### config.mk
export PLATFORM = sky130hd
export DESIGN_NAME = nor_prog_seq
export DESIGN_NICKNAME = d
export VERILOG_FILES = /design/src/rtl/nor_seq_pkg.sv /design/src/rtl/nor_bus_cycle.sv /design/src/rtl/nor_toggle_cmp.sv /design/src/rtl/nor_op_timer.sv /design/src/rtl/nor_prog_seq.sv
export SDC_FILE = /design/constraint.sdc
export NUM_CORES = 1
export LEC_CHECK = 0
export BUFFER_PORTS_ARGS = -buffer_cell sky130_fd_sc_hd__buf_2
export CORE_UTILIZATION = 50
export CTS_CLUSTER_DIAMETER = 80
export DETAILED_ROUTE_END_ITERATION = 8
export GPL_TIMING_DRIVEN = 0
export PLACE_DENSITY = 0.68
export SYNTH_ARGS = -nofsm -noshare
export SYNTH_HDL_FRONTEND = slang
export SYNTH_SLANG_ARGS = --single-unit
### constraint.sdc
create_clock -name clk -period 2.8 [get_ports clk]
set_input_delay 0.56 -clock clk [delete_from_list [all_inputs] [get_ports clk]]
set_output_delay 0.56 -clock clk [all_outputs]
set_load 0.05 [all_outputs]
### src/rtl/nor_seq_pkg.sv
// Package: shared state encodings and command bytes for the NOR sequencer.
// Assumes: command bytes are 8 bits and are widened per bus by the top.
package nor_seq_pkg;
    typedef enum logic [2:0] {
        SQ_IDLE,
        SQ_CMD,
        SQ_POLL_A,
        SQ_POLL_B,
        SQ_VERIFY
    } seq_state_t;

    typedef enum logic [1:0] {
        PH_IDLE,
        PH_SETUP,
        PH_STROBE,
        PH_HOLD
    } bus_phase_t;

    localparam logic [11:0] WORD_UNLOCK_A = 12'h555;
    localparam logic [11:0] WORD_UNLOCK_B = 12'h2AA;
    localparam logic [7:0]  KEY_FIRST     = 8'hAA;
    localparam logic [7:0]  KEY_SECOND    = 8'h55;
    localparam logic [7:0]  OP_PROGRAM    = 8'hA0;
    localparam logic [7:0]  OP_ERASE_ARM  = 8'h80;
    localparam logic [7:0]  OP_ERASE_GO   = 8'h30;
endpackage

### src/rtl/nor_bus_cycle.sv
// Module: nor_bus_cycle
// Runs one asynchronous flash bus cycle (read or write) per start pulse:
// setup clocks with strobes idle, a strobe window, then hold clocks.
// Assumes: start is only raised when the previous cycle has acked; all
// phase lengths are at least one clock.
module nor_bus_cycle
    import nor_seq_pkg::*;
#(
    parameter int AW          = 24,
    parameter int DW          = 16,
    parameter int SETUP_CLKS  = 1,
    parameter int STROBE_CLKS = 2,
    parameter int HOLD_CLKS   = 1
) (
    input  logic          clk,
    input  logic          rst_n,
    input  logic          start,
    input  logic          wr,
    input  logic [AW-1:0] addr,
    input  logic [DW-1:0] wdata,
    output logic          ack,
    output logic [DW-1:0] rdata,
    output logic [AW-1:0] fl_addr,
    output logic [DW-1:0] fl_dq_out,
    output logic          fl_dq_oe,
    input  logic [DW-1:0] fl_dq_in,
    output logic          fl_ce_n,
    output logic          fl_we_n,
    output logic          fl_oe_n
);
    localparam int PH_MAX = (SETUP_CLKS > STROBE_CLKS) ?
                            ((SETUP_CLKS > HOLD_CLKS) ? SETUP_CLKS : HOLD_CLKS) :
                            ((STROBE_CLKS > HOLD_CLKS) ? STROBE_CLKS : HOLD_CLKS);
    localparam int CW = $clog2(PH_MAX + 1);
    localparam logic [CW-1:0] SETUP_LOAD  = CW'(SETUP_CLKS - 1);
    localparam logic [CW-1:0] STROBE_LOAD = CW'(STROBE_CLKS - 1);
    localparam logic [CW-1:0] HOLD_LOAD   = CW'(HOLD_CLKS - 1);

    bus_phase_t    phase;
    logic [CW-1:0] cnt;
    logic          wr_q;

    // Phase sequencing, strobe generation and read capture.
    always_ff @(posedge clk) begin
        if (!rst_n) begin
            phase     <= PH_IDLE;
            cnt       <= '0;
            wr_q      <= 1'b0;
            ack       <= 1'b0;
            rdata     <= '0;
            fl_addr   <= '0;
            fl_dq_out <= '0;
            fl_dq_oe  <= 1'b0;
            fl_ce_n   <= 1'b1;
            fl_we_n   <= 1'b1;
            fl_oe_n   <= 1'b1;
        end else begin
            ack <= 1'b0;
            case (phase)
                PH_IDLE: if (start) begin
                    phase     <= PH_SETUP;
                    cnt       <= SETUP_LOAD;
                    wr_q      <= wr;
                    fl_addr   <= addr;
                    fl_dq_out <= wdata;
                    fl_dq_oe  <= wr;
                end
                PH_SETUP: if (cnt == '0) begin
                    phase   <= PH_STROBE;
                    cnt     <= STROBE_LOAD;
                    fl_ce_n <= 1'b0;
                    fl_we_n <= !wr_q;
                    fl_oe_n <= wr_q;
                end else begin
                    cnt <= cnt - 1'b1;
                end
                PH_STROBE: if (cnt == '0) begin
                    phase   <= PH_HOLD;
                    cnt     <= HOLD_LOAD;
                    fl_ce_n <= 1'b1;
                    fl_we_n <= 1'b1;
                    fl_oe_n <= 1'b1;
                    if (!wr_q) rdata <= fl_dq_in;
                end else begin
                    cnt <= cnt - 1'b1;
                end
                default: if (cnt == '0) begin
                    phase    <= PH_IDLE;
                    fl_dq_oe <= 1'b0;
                    ack      <= 1'b1;
                end else begin
                    cnt <= cnt - 1'b1;
                end
            endcase
        end
    end

    assert_strobe_excl_R6: assert property (@(posedge clk) disable iff (!rst_n)
        !(!fl_we_n && !fl_oe_n));
    assert_ce_covers_R6: assert property (@(posedge clk) disable iff (!rst_n)
        (!fl_we_n || !fl_oe_n) |-> !fl_ce_n);
    assert_addr_stable_R6: assert property (@(posedge clk) disable iff (!rst_n)
        (!fl_we_n && $past(!fl_we_n)) |-> ($stable(fl_addr) && $stable(fl_dq_out)));
endmodule

### src/rtl/nor_toggle_cmp.sv
// Module: nor_toggle_cmp
// Flags the device busy when two successive status reads differ in the
// toggle bit; with a split bus each 16-bit half is judged on its own.
// Assumes: SPLIT is only set for a 32-bit bus.
module nor_toggle_cmp #(
    parameter int DW    = 16,
    parameter int SPLIT = 0
) (
    input  logic [DW-1:0] first_rd,
    input  logic [DW-1:0] second_rd,
    output logic          toggling
);
    localparam int LANES    = (SPLIT != 0) ? 2 : 1;
    localparam int LANE_W   = 16;
    localparam int TOG_BIT  = 6;

    logic [LANES-1:0] lane_tog;

    // One comparator per independently polled device.
    for (genvar g = 0; g < LANES; g++) begin : g_lane
        assign lane_tog[g] = first_rd[g*LANE_W + TOG_BIT] ^ second_rd[g*LANE_W + TOG_BIT];
    end

    // Any lane still toggling keeps the bus busy.
    always_comb toggling = |lane_tog;
endmodule

### src/rtl/nor_op_timer.sv
// Module: nor_op_timer
// Down-counter bounding the poll phase; loaded with the program or erase
// window and reporting expiry when it reaches zero.
// Assumes: load is pulsed once at poll start.
module nor_op_timer #(
    parameter int PROG_TIMEOUT  = 2000,
    parameter int ERASE_TIMEOUT = 40000
) (
    input  logic clk,
    input  logic rst_n,
    input  logic load,
    input  logic is_erase,
    output logic expired
);
    localparam int TMAX = (ERASE_TIMEOUT > PROG_TIMEOUT) ? ERASE_TIMEOUT : PROG_TIMEOUT;
    localparam int TW   = $clog2(TMAX + 1);

    logic [TW-1:0] remain;

    // Reload on poll start, otherwise count toward zero.
    always_ff @(posedge clk) begin
        if (!rst_n)           remain <= '0;
        else if (load)        remain <= is_erase ? TW'(ERASE_TIMEOUT) : TW'(PROG_TIMEOUT);
        else if (remain != 0) remain <= remain - 1'b1;
    end

    // Expiry is a plain zero detect on the counter.
    always_comb expired = (remain == '0);
endmodule

### src/rtl/nor_prog_seq.sv
// Module: nor_prog_seq (top)
// Accepts one program or sector-erase request, issues the unlock and command
// writes, polls the toggle bit until stable or the window expires, then
// verifies by reading back. Reports done with timeout / verify_err flags.
// Assumes: cmd_addr is bus-word aligned (sector aligned for erase);
// INTERLEAVE is only set with BUS_BYTES = 4.
module nor_prog_seq
    import nor_seq_pkg::*;
#(
    parameter int BUS_BYTES     = 2,
    parameter int INTERLEAVE    = 0,
    parameter int ADDR_W        = 24,
    parameter int CHIP_AW       = 21,
    parameter int SECTOR_BYTES  = 65536,
    parameter int SETUP_CLKS    = 1,
    parameter int STROBE_CLKS   = 2,
    parameter int HOLD_CLKS     = 1,
    parameter int PROG_TIMEOUT  = 2000,
    parameter int ERASE_TIMEOUT = 40000,
    localparam int DW           = 8 * BUS_BYTES
) (
    input  logic              clk,
    input  logic              rst_n,
    input  logic              cmd_valid,
    output logic              cmd_ready,
    input  logic              cmd_erase,
    input  logic [ADDR_W-1:0] cmd_addr,
    input  logic [DW-1:0]     cmd_data,
    output logic              done,
    output logic              timeout,
    output logic              verify_err,
    output logic [ADDR_W-1:0] fl_addr,
    output logic [DW-1:0]     fl_dq_out,
    output logic              fl_dq_oe,
    input  logic [DW-1:0]     fl_dq_in,
    output logic              fl_ce_n,
    output logic              fl_we_n,
    output logic              fl_oe_n
);
    localparam int BB_LOG2     = $clog2(BUS_BYTES);
    localparam int SECT_WORDS  = SECTOR_BYTES / BUS_BYTES;
    localparam int VW          = (SECT_WORDS > 1) ? $clog2(SECT_WORDS) : 1;
    localparam logic [VW-1:0] LAST_WORD = VW'(SECT_WORDS - 1);
    localparam logic [ADDR_W-1:0] CHIP_MASK = ADDR_W'((64'd1 << CHIP_AW) - 64'd1);
    localparam logic [ADDR_W-1:0] OFS_A = ADDR_W'(64'(WORD_UNLOCK_A) << BB_LOG2);
    localparam logic [ADDR_W-1:0] OFS_B = ADDR_W'(64'(WORD_UNLOCK_B) << BB_LOG2);
    localparam logic [ADDR_W-1:0] WORD_STEP = ADDR_W'(BUS_BYTES);

    // Widen a command byte to a bus word, copying it into each device lane.
    function automatic logic [DW-1:0] cmd_word(input logic [7:0] c);
        logic [DW-1:0] w;
        w = '0;
        for (int i = 0; i < DW; i++) begin
            if ((i % 16) < 8 && (INTERLEAVE != 0 || i < 8)) w[i] = c[i % 8];
        end
        return w;
    endfunction

    seq_state_t        state;
    logic              is_erase_q;
    logic [ADDR_W-1:0] tgt_q;
    logic [DW-1:0]     data_q;
    logic [2:0]        step;
    logic              wait_ack;
    logic [DW-1:0]     sample_a;
    logic [ADDR_W-1:0] vaddr;
    logic [VW-1:0]     vidx;
    logic              timer_load;

    logic              bus_start;
    logic              bus_wr;
    logic [ADDR_W-1:0] bus_addr;
    logic [DW-1:0]     bus_wdata;
    logic              bus_ack;
    logic [DW-1:0]     bus_rdata;
    logic              toggling;
    logic              expired;

    logic [ADDR_W-1:0] chip_base;
    logic [ADDR_W-1:0] step_addr;
    logic [DW-1:0]     step_data;
    logic [2:0]        last_step;
    logic [DW-1:0]     verify_expect;

    // Decode the current command step into bus address and data.
    always_comb begin
        chip_base     = tgt_q & ~CHIP_MASK;
        last_step     = is_erase_q ? 3'd5 : 3'd3;
        verify_expect = is_erase_q ? '1 : data_q;
        step_addr     = tgt_q;
        step_data     = data_q;
        if (!is_erase_q) begin
            case (step)
                3'd0:    begin step_addr = chip_base | OFS_A; step_data = cmd_word(KEY_FIRST);  end
                3'd1:    begin step_addr = chip_base | OFS_B; step_data = cmd_word(KEY_SECOND); end
                3'd2:    begin step_addr = chip_base | OFS_A; step_data = cmd_word(OP_PROGRAM); end
                default: begin step_addr = tgt_q;             step_data = data_q;               end
            endcase
        end else begin
            case (step)
                3'd0, 3'd3: begin step_addr = chip_base | OFS_A; step_data = cmd_word(KEY_FIRST);    end
                3'd1, 3'd4: begin step_addr = chip_base | OFS_B; step_data = cmd_word(KEY_SECOND);   end
                3'd2:       begin step_addr = chip_base | OFS_A; step_data = cmd_word(OP_ERASE_ARM); end
                default:    begin step_addr = tgt_q;             step_data = cmd_word(OP_ERASE_GO);  end
            endcase
        end
    end

    // Request intake, command stepping, polling, verification and reporting.
    always_ff @(posedge clk) begin
        if (!rst_n) begin
            state      <= SQ_IDLE;
            cmd_ready  <= 1'b1;
            done       <= 1'b0;
            timeout    <= 1'b0;
            verify_err <= 1'b0;
            is_erase_q <= 1'b0;
            tgt_q      <= '0;
            data_q     <= '0;
            step       <= '0;
            wait_ack   <= 1'b0;
            sample_a   <= '0;
            vaddr      <= '0;
            vidx       <= '0;
            timer_load <= 1'b0;
            bus_start  <= 1'b0;
            bus_wr     <= 1'b0;
            bus_addr   <= '0;
            bus_wdata  <= '0;
        end else begin
            bus_start  <= 1'b0;
            done       <= 1'b0;
            timeout    <= 1'b0;
            verify_err <= 1'b0;
            timer_load <= 1'b0;
            case (state)
                SQ_IDLE: if (cmd_valid) begin
                    is_erase_q <= cmd_erase;
                    tgt_q      <= cmd_addr;
                    data_q     <= cmd_data;
                    step       <= '0;
                    wait_ack   <= 1'b0;
                    cmd_ready  <= 1'b0;
                    state      <= SQ_CMD;
                end
                SQ_CMD: if (!wait_ack) begin
                    bus_start <= 1'b1;
                    bus_wr    <= 1'b1;
                    bus_addr  <= step_addr;
                    bus_wdata <= step_data;
                    wait_ack  <= 1'b1;
                end else if (bus_ack) begin
                    wait_ack <= 1'b0;
                    if (step == last_step) begin
                        state      <= SQ_POLL_A;
                        timer_load <= 1'b1;
                    end else begin
                        step <= step + 1'b1;
                    end
                end
                SQ_POLL_A, SQ_POLL_B: if (!wait_ack) begin
                    bus_start <= 1'b1;
                    bus_wr    <= 1'b0;
                    bus_addr  <= tgt_q;
                    wait_ack  <= 1'b1;
                end else if (bus_ack) begin
                    wait_ack <= 1'b0;
                    if (state == SQ_POLL_A) begin
                        sample_a <= bus_rdata;
                        state    <= SQ_POLL_B;
                    end else if (toggling && expired) begin
                        done      <= 1'b1;
                        timeout   <= 1'b1;
                        cmd_ready <= 1'b1;
                        state     <= SQ_IDLE;
                    end else if (toggling) begin
                        state <= SQ_POLL_A;
                    end else begin
                        vaddr <= tgt_q;
                        vidx  <= '0;
                        state <= SQ_VERIFY;
                    end
                end
                SQ_VERIFY: if (!wait_ack) begin
                    bus_start <= 1'b1;
                    bus_wr    <= 1'b0;
                    bus_addr  <= vaddr;
                    wait_ack  <= 1'b1;
                end else if (bus_ack) begin
                    wait_ack <= 1'b0;
                    if (bus_rdata != verify_expect) begin
                        done       <= 1'b1;
                        verify_err <= 1'b1;
                        cmd_ready  <= 1'b1;
                        state      <= SQ_IDLE;
                    end else if (!is_erase_q || vidx == LAST_WORD) begin
                        done      <= 1'b1;
                        cmd_ready <= 1'b1;
                        state     <= SQ_IDLE;
                    end else begin
                        vidx  <= vidx + 1'b1;
                        vaddr <= vaddr + WORD_STEP;
                    end
                end
                default: state <= SQ_IDLE;
            endcase
        end
    end

    nor_bus_cycle #(
        .AW(ADDR_W), .DW(DW), .SETUP_CLKS(SETUP_CLKS),
        .STROBE_CLKS(STROBE_CLKS), .HOLD_CLKS(HOLD_CLKS)
    ) u_bus (
        .clk(clk), .rst_n(rst_n), .start(bus_start), .wr(bus_wr),
        .addr(bus_addr), .wdata(bus_wdata), .ack(bus_ack), .rdata(bus_rdata),
        .fl_addr(fl_addr), .fl_dq_out(fl_dq_out), .fl_dq_oe(fl_dq_oe),
        .fl_dq_in(fl_dq_in), .fl_ce_n(fl_ce_n), .fl_we_n(fl_we_n), .fl_oe_n(fl_oe_n)
    );

    nor_toggle_cmp #(.DW(DW), .SPLIT(INTERLEAVE)) u_tog (
        .first_rd(sample_a), .second_rd(bus_rdata), .toggling(toggling)
    );

    nor_op_timer #(.PROG_TIMEOUT(PROG_TIMEOUT), .ERASE_TIMEOUT(ERASE_TIMEOUT)) u_timer (
        .clk(clk), .rst_n(rst_n), .load(timer_load), .is_erase(is_erase_q), .expired(expired)
    );

    assert_done_pulse_R11: assert property (@(posedge clk) disable iff (!rst_n)
        done |=> !done);
    assert_accept_drops_ready_R11: assert property (@(posedge clk) disable iff (!rst_n)
        (cmd_valid && cmd_ready) |=> !cmd_ready);
    assert_done_with_ready_R11: assert property (@(posedge clk) disable iff (!rst_n)
        done |-> cmd_ready);
    assert_flags_on_done_R8: assert property (@(posedge clk) disable iff (!rst_n)
        (timeout || verify_err) |-> done);
    assert_timeout_after_expiry_R10: assert property (@(posedge clk) disable iff (!rst_n)
        timeout |-> (expired && !verify_err));
    assert_bus_quiet_when_idle_R11: assert property (@(posedge clk) disable iff (!rst_n)
        (cmd_ready && $past(cmd_ready)) |-> (fl_we_n && fl_oe_n));
endmodule

==> flow_summary.rst <==
.. list-table::
   :header-rows: 1

   * - Metric
     - Value
   * - Crit. End Element
     - register
   * - Full die area
     - 20040 um^2
   * - Worst EP arrival
     - 3060 ps
   * - H-tree levels
     - 1
   * - Final number of setup-violating endpoints
     - 0
   * - Die extent in x
     - 141.6 um
   * - Period minus WS final
     - 2640 ps
   * - Starting density of the core
     - 0.5154
   * - Number of search-and-repair iterations in the first detailed-routing pass
     - 5
   * - Critical path required time
     - 3220 ps
   * - Mean routed wirelength per cell
     - 18.17 um
   * - Drt via density
     - 5.804
   * - Number of fill cells
     - 1792
   * - Proportion of synthesized flip-flops having asynchronous set or reset
     - 0
   * - Setup TNS after final layout
     - 0 ps
   * - Setup slack on the worst flop-to-flop path
     - 160 ps
   * - Area share of the largest cell type after synthesis
     - 0.4462
   * - CP peak stage delay
     - 310 ps
   * - Cell area power density
     - 846.3 nW/um^2
   * - Total congestion overflow after global routing
     - 0
   * - Diodes inserted
     - 0
   * - Global placer's final weighted congestion
     - 0.9787
   * - Clock latency on the worst-skew pair
     - 510 ps
   * - All-Layer GR Usage
     - 0.2969
   * - Worst-case clock skew
     - 15.63 ps
   * - Library cells used by synthesis
     - 59
   * - Most repeated cell in the gate-level netlist after synthesis
     - nand2_1
   * - Number of flops mapped to enable cells by yosys
     - 0
   * - Total instance count after detailed placement
     - 1613
   * - Synthesized Nets
     - 1322
   * - Synthesis-to-layout area growth
     - 17.40%
   * - Total detailed-routing wirelength
     - 30080 um
   * - Critical Setup Path Class
     - register to register
   * - Class of the tightest hold or removal check
     - input pin to register
   * - Final hold violations
     - 0
   * - Number of warning messages in the yosys log
     - 0
   * - Final cell count without fillers
     - 1655
   * - Count of boundary I/O pins
     - 108
   * - Transition at the pin with the smallest max-transition slack
     - 998.2 ps
   * - Critical path cell sequence
     - clkbuf_4 > buf_6 > clkbuf_4 > a21oi_1 > nor2_1 > o22ai_1 > nor4_4 > buf_4 > a21oi_4 > buf_2 > buf_2 > o211ai_1 > o31ai_1
   * - Maximum net fanout on the critical path
     - 10
   * - Synthesized area per cell
     - 7.814 um^2
   * - Share of post-route cells with drive strength above 1
     - 0.1211
   * - Worst-case setup margin in the final layout
     - 159.7 ps
   * - Combined area of all synthesized cells
     - 9737 um^2
   * - Setup slack after placement
     - 31.86 ps
   * - Most used flip-flop cell after synthesis
     - dfxtp_1
   * - Max-capacitance violation count
     - 0
   * - Count of port buffers added during placement
     - 107
   * - Path depth of the worst reg2reg path
     - 13
   * - Largest cells by area after synthesis
     - dfxtp_1 (45%), nand2_1 (12%), a21oi_1 (8.6%), nor2_1 (3.0%), clkbuf_1 (2.7%)
   * - Reg2Reg Capture Point
     - vaddr[6]
   * - Quantity of hold-fixing buffers added after cts
     - 0
   * - Number of global-route vias before repair
     - 8685
   * - Final Hold Slack
     - 288.1 ps
   * - TritonCTS buffer count
     - 23
   * - Hold Crit Depth
     - 3
   * - Detailed placement HPWL
     - 21760 um
   * - Reg clk slew, reported paths
     - 60 ps
   * - Min-Delay Endpoint
     - tgt_q[15]
   * - Cell type with the highest aggregate area in the netlist
     - dfxtp_1
   * - Buffer and inverter count on the worst path
     - 6
   * - Outcome
     - finished, final reports clean
   * - Startpoint kind of the worst setup timing path
     - register
   * - Slew HR
     - 0.3252
   * - CTS Root Cell
     - clkbuf_16
   * - Net count reported at finish
     - 1456
   * - TritonCTS clock tree
     - yes
   * - Deepest clock path buffer count
     - 3
   * - Hold Path Origin
     - cmd_addr[15]
   * - Standard-cell rows
     - 50
   * - Violation count after the first detailed-route iteration
     - 905
   * - Number of instances in the synthesized netlist
     - 1246
   * - Critical R2R Launch
     - is_erase_q
   * - Maximum vdd ir drop
     - 0.0004745 V
   * - Largest net degree at the start of global routing
     - 14
   * - ANT nets after route
     - 0
   * - Maximum clock frequency
     - 378.8 MHz
   * - Slowest-stage cell, CP
     - dfxtp_1
   * - Part of the cycle the worst path needs
     - 0.9429
   * - Final core area utilization
     - 0.6050
   * - Placeable core region
     - 18890 um^2
   * - Initial antenna violation count
     - 0
   * - Via Count
     - 9605
   * - #FFs+latches synth
     - 217
   * - CP top delay family
     - buffers and inverters
   * - Height of the die
     - 141.6 um
   * - Setup repair after global routing missed its margin
     - no
   * - Final Slew Violations
     - 0
   * - List of most frequent post-synthesis cells
     - nand2_1 (300), dfxtp_1 (217), a21oi_1 (168)
   * - Portion of the post-synthesis area used by sequential elements
     - 0.4462
   * - Number of sinks handled by clock tree synthesis
     - 217
   * - First-pass GRT wire length
     - 46670 um
   * - Remaining DRCs
     - 0
   * - Leakage power summed over all cells
     - 4.230 nW
==> per-stage QoR <==
| step | cell area [um^2] | total power, W |
|---|---|---|
| global placement | 10600 | 0.006483 |
| global route | 11430 | 0.01018 |
| detailed placement | 10600 | 0.006532 |
| finish | 11430 | 0.009674 |
| CTS | 11370 | 0.009658 |
| floorplan | 9737 | 0.005786 |
==> state kept, by name, summed over array words and instances, names as in the netlist, 2 cells and up <==
name / flops
bus_addr: 24
bus_wdata: 16
data_q: 16
state: 3
step: 3
tgt_q: 24
u_bus.cnt: 2
u_bus.fl_addr: 24
u_bus.fl_dq_out: 16
u_bus.phase: 2
u_bus.rdata: 16
u_timer.remain: 16
vaddr: 24
vidx: 15
==> layout by cell type (no fill, tap or decap), drive strengths merged, types with 10 or more instances in the layout <==
cell type,Yosys,routed
a211oi,14,14
a21oi,169,169
a221oi,20,20
a31oi,16,16
buf,14,121
clkbuf,69,108
dfxtp,217,217
ha,16,16
inv,22,22
nand2,300,300
nand3,26,26
nand4,10,10
nor2,77,77
nor2b,11,11
nor3,30,30
o211ai,22,22
o21ai,36,36
o22ai,10,10
or3,26,26
xor2,14,14
==> cell families (layout without fill, tap and decap cells) <==
family | count (synthesis) | in the layout | synth area share
buffers and inverters | 105 | 254 | 0.04253
AOI/OAI and AO/OA | 342 | 342 | 0.2164
adders and majority gates | 16 | 16 | 0.02056
DFF | 217 | 217 | 0.4462
muxes | 6 | 6 | 0.006297
xor gates and xnor gates | 22 | 22 | 0.01979
and+or+nand+nor | 538 | 538 | 0.2483
==> worst max path at each step <==
stage               start       end  slack, ps  cells past startpoint
2_1_floorplan  is_erase_q   vidx[7]        560                      9
3_3_place_gp   is_erase_q  vaddr[6]         80                     12
3_5_place_dp   is_erase_q  vaddr[3]         30                     12
4_1_cts        is_erase_q  vaddr[3]          3                     12
5_1_grt        is_erase_q  vaddr[3]         30                     13
6_report       is_erase_q  vaddr[6]        160                     13
==> worst reg2reg max path, cell delays in order, from the launching register on <==
cell and delay (ps):
dfxtp_1 310, clkbuf_4 190, buf_6 160, clkbuf_4 200, a21oi_1 140, nor2_1 50, o22ai_1 220, nor4_4 80
buf_4 170, a21oi_4 200, buf_2 280, buf_2 310, o211ai_1 150, o31ai_1 110
==> power breakdown <==
group / switching [W] / internal [W] / leakage (nW) / total [W]
Combinational: 0.00169 / 0.000927 / 2.09 / 0.00262
Sequential: 0.000375 / 0.00354 / 1.76 / 0.00392
Clock: 0.00124 / 0.00190 / 0.380 / 0.00314
==> layer usage <==
metal,up-vias,track usage,wire [um]
li1,4672,-,-
met1,4465,0.4334,13550
met2,411,0.4439,13020
met3,57,0.05400,2788
met4,0,0.08715,718
met5,-,0,0
==> timing repair <==
item                                    CTS  global route
buffers inserted                          0             2
endpoints found under the setup margin    0            39
resized for setup                         0            10
==> layout make-up <==
cell class | count | area, um^2 | share of cell area
Sequential cell | 217 | 4344 | 0.3800
Clock inverter | 3 | 65.06 | 0.005692
Timing Repair Buffer | 109 | 550.5 | 0.04816
Multi-Input combinational cell | 924 | 5019 | 0.4390
Tap cell | 260 | 325.3 | 0.02846
Buffer | 83 | 336.6 | 0.02944
Clock buffer | 37 | 708.2 | 0.06195
Inverter | 22 | 82.58 | 0.007224
(Power assumes the default switching activity.)
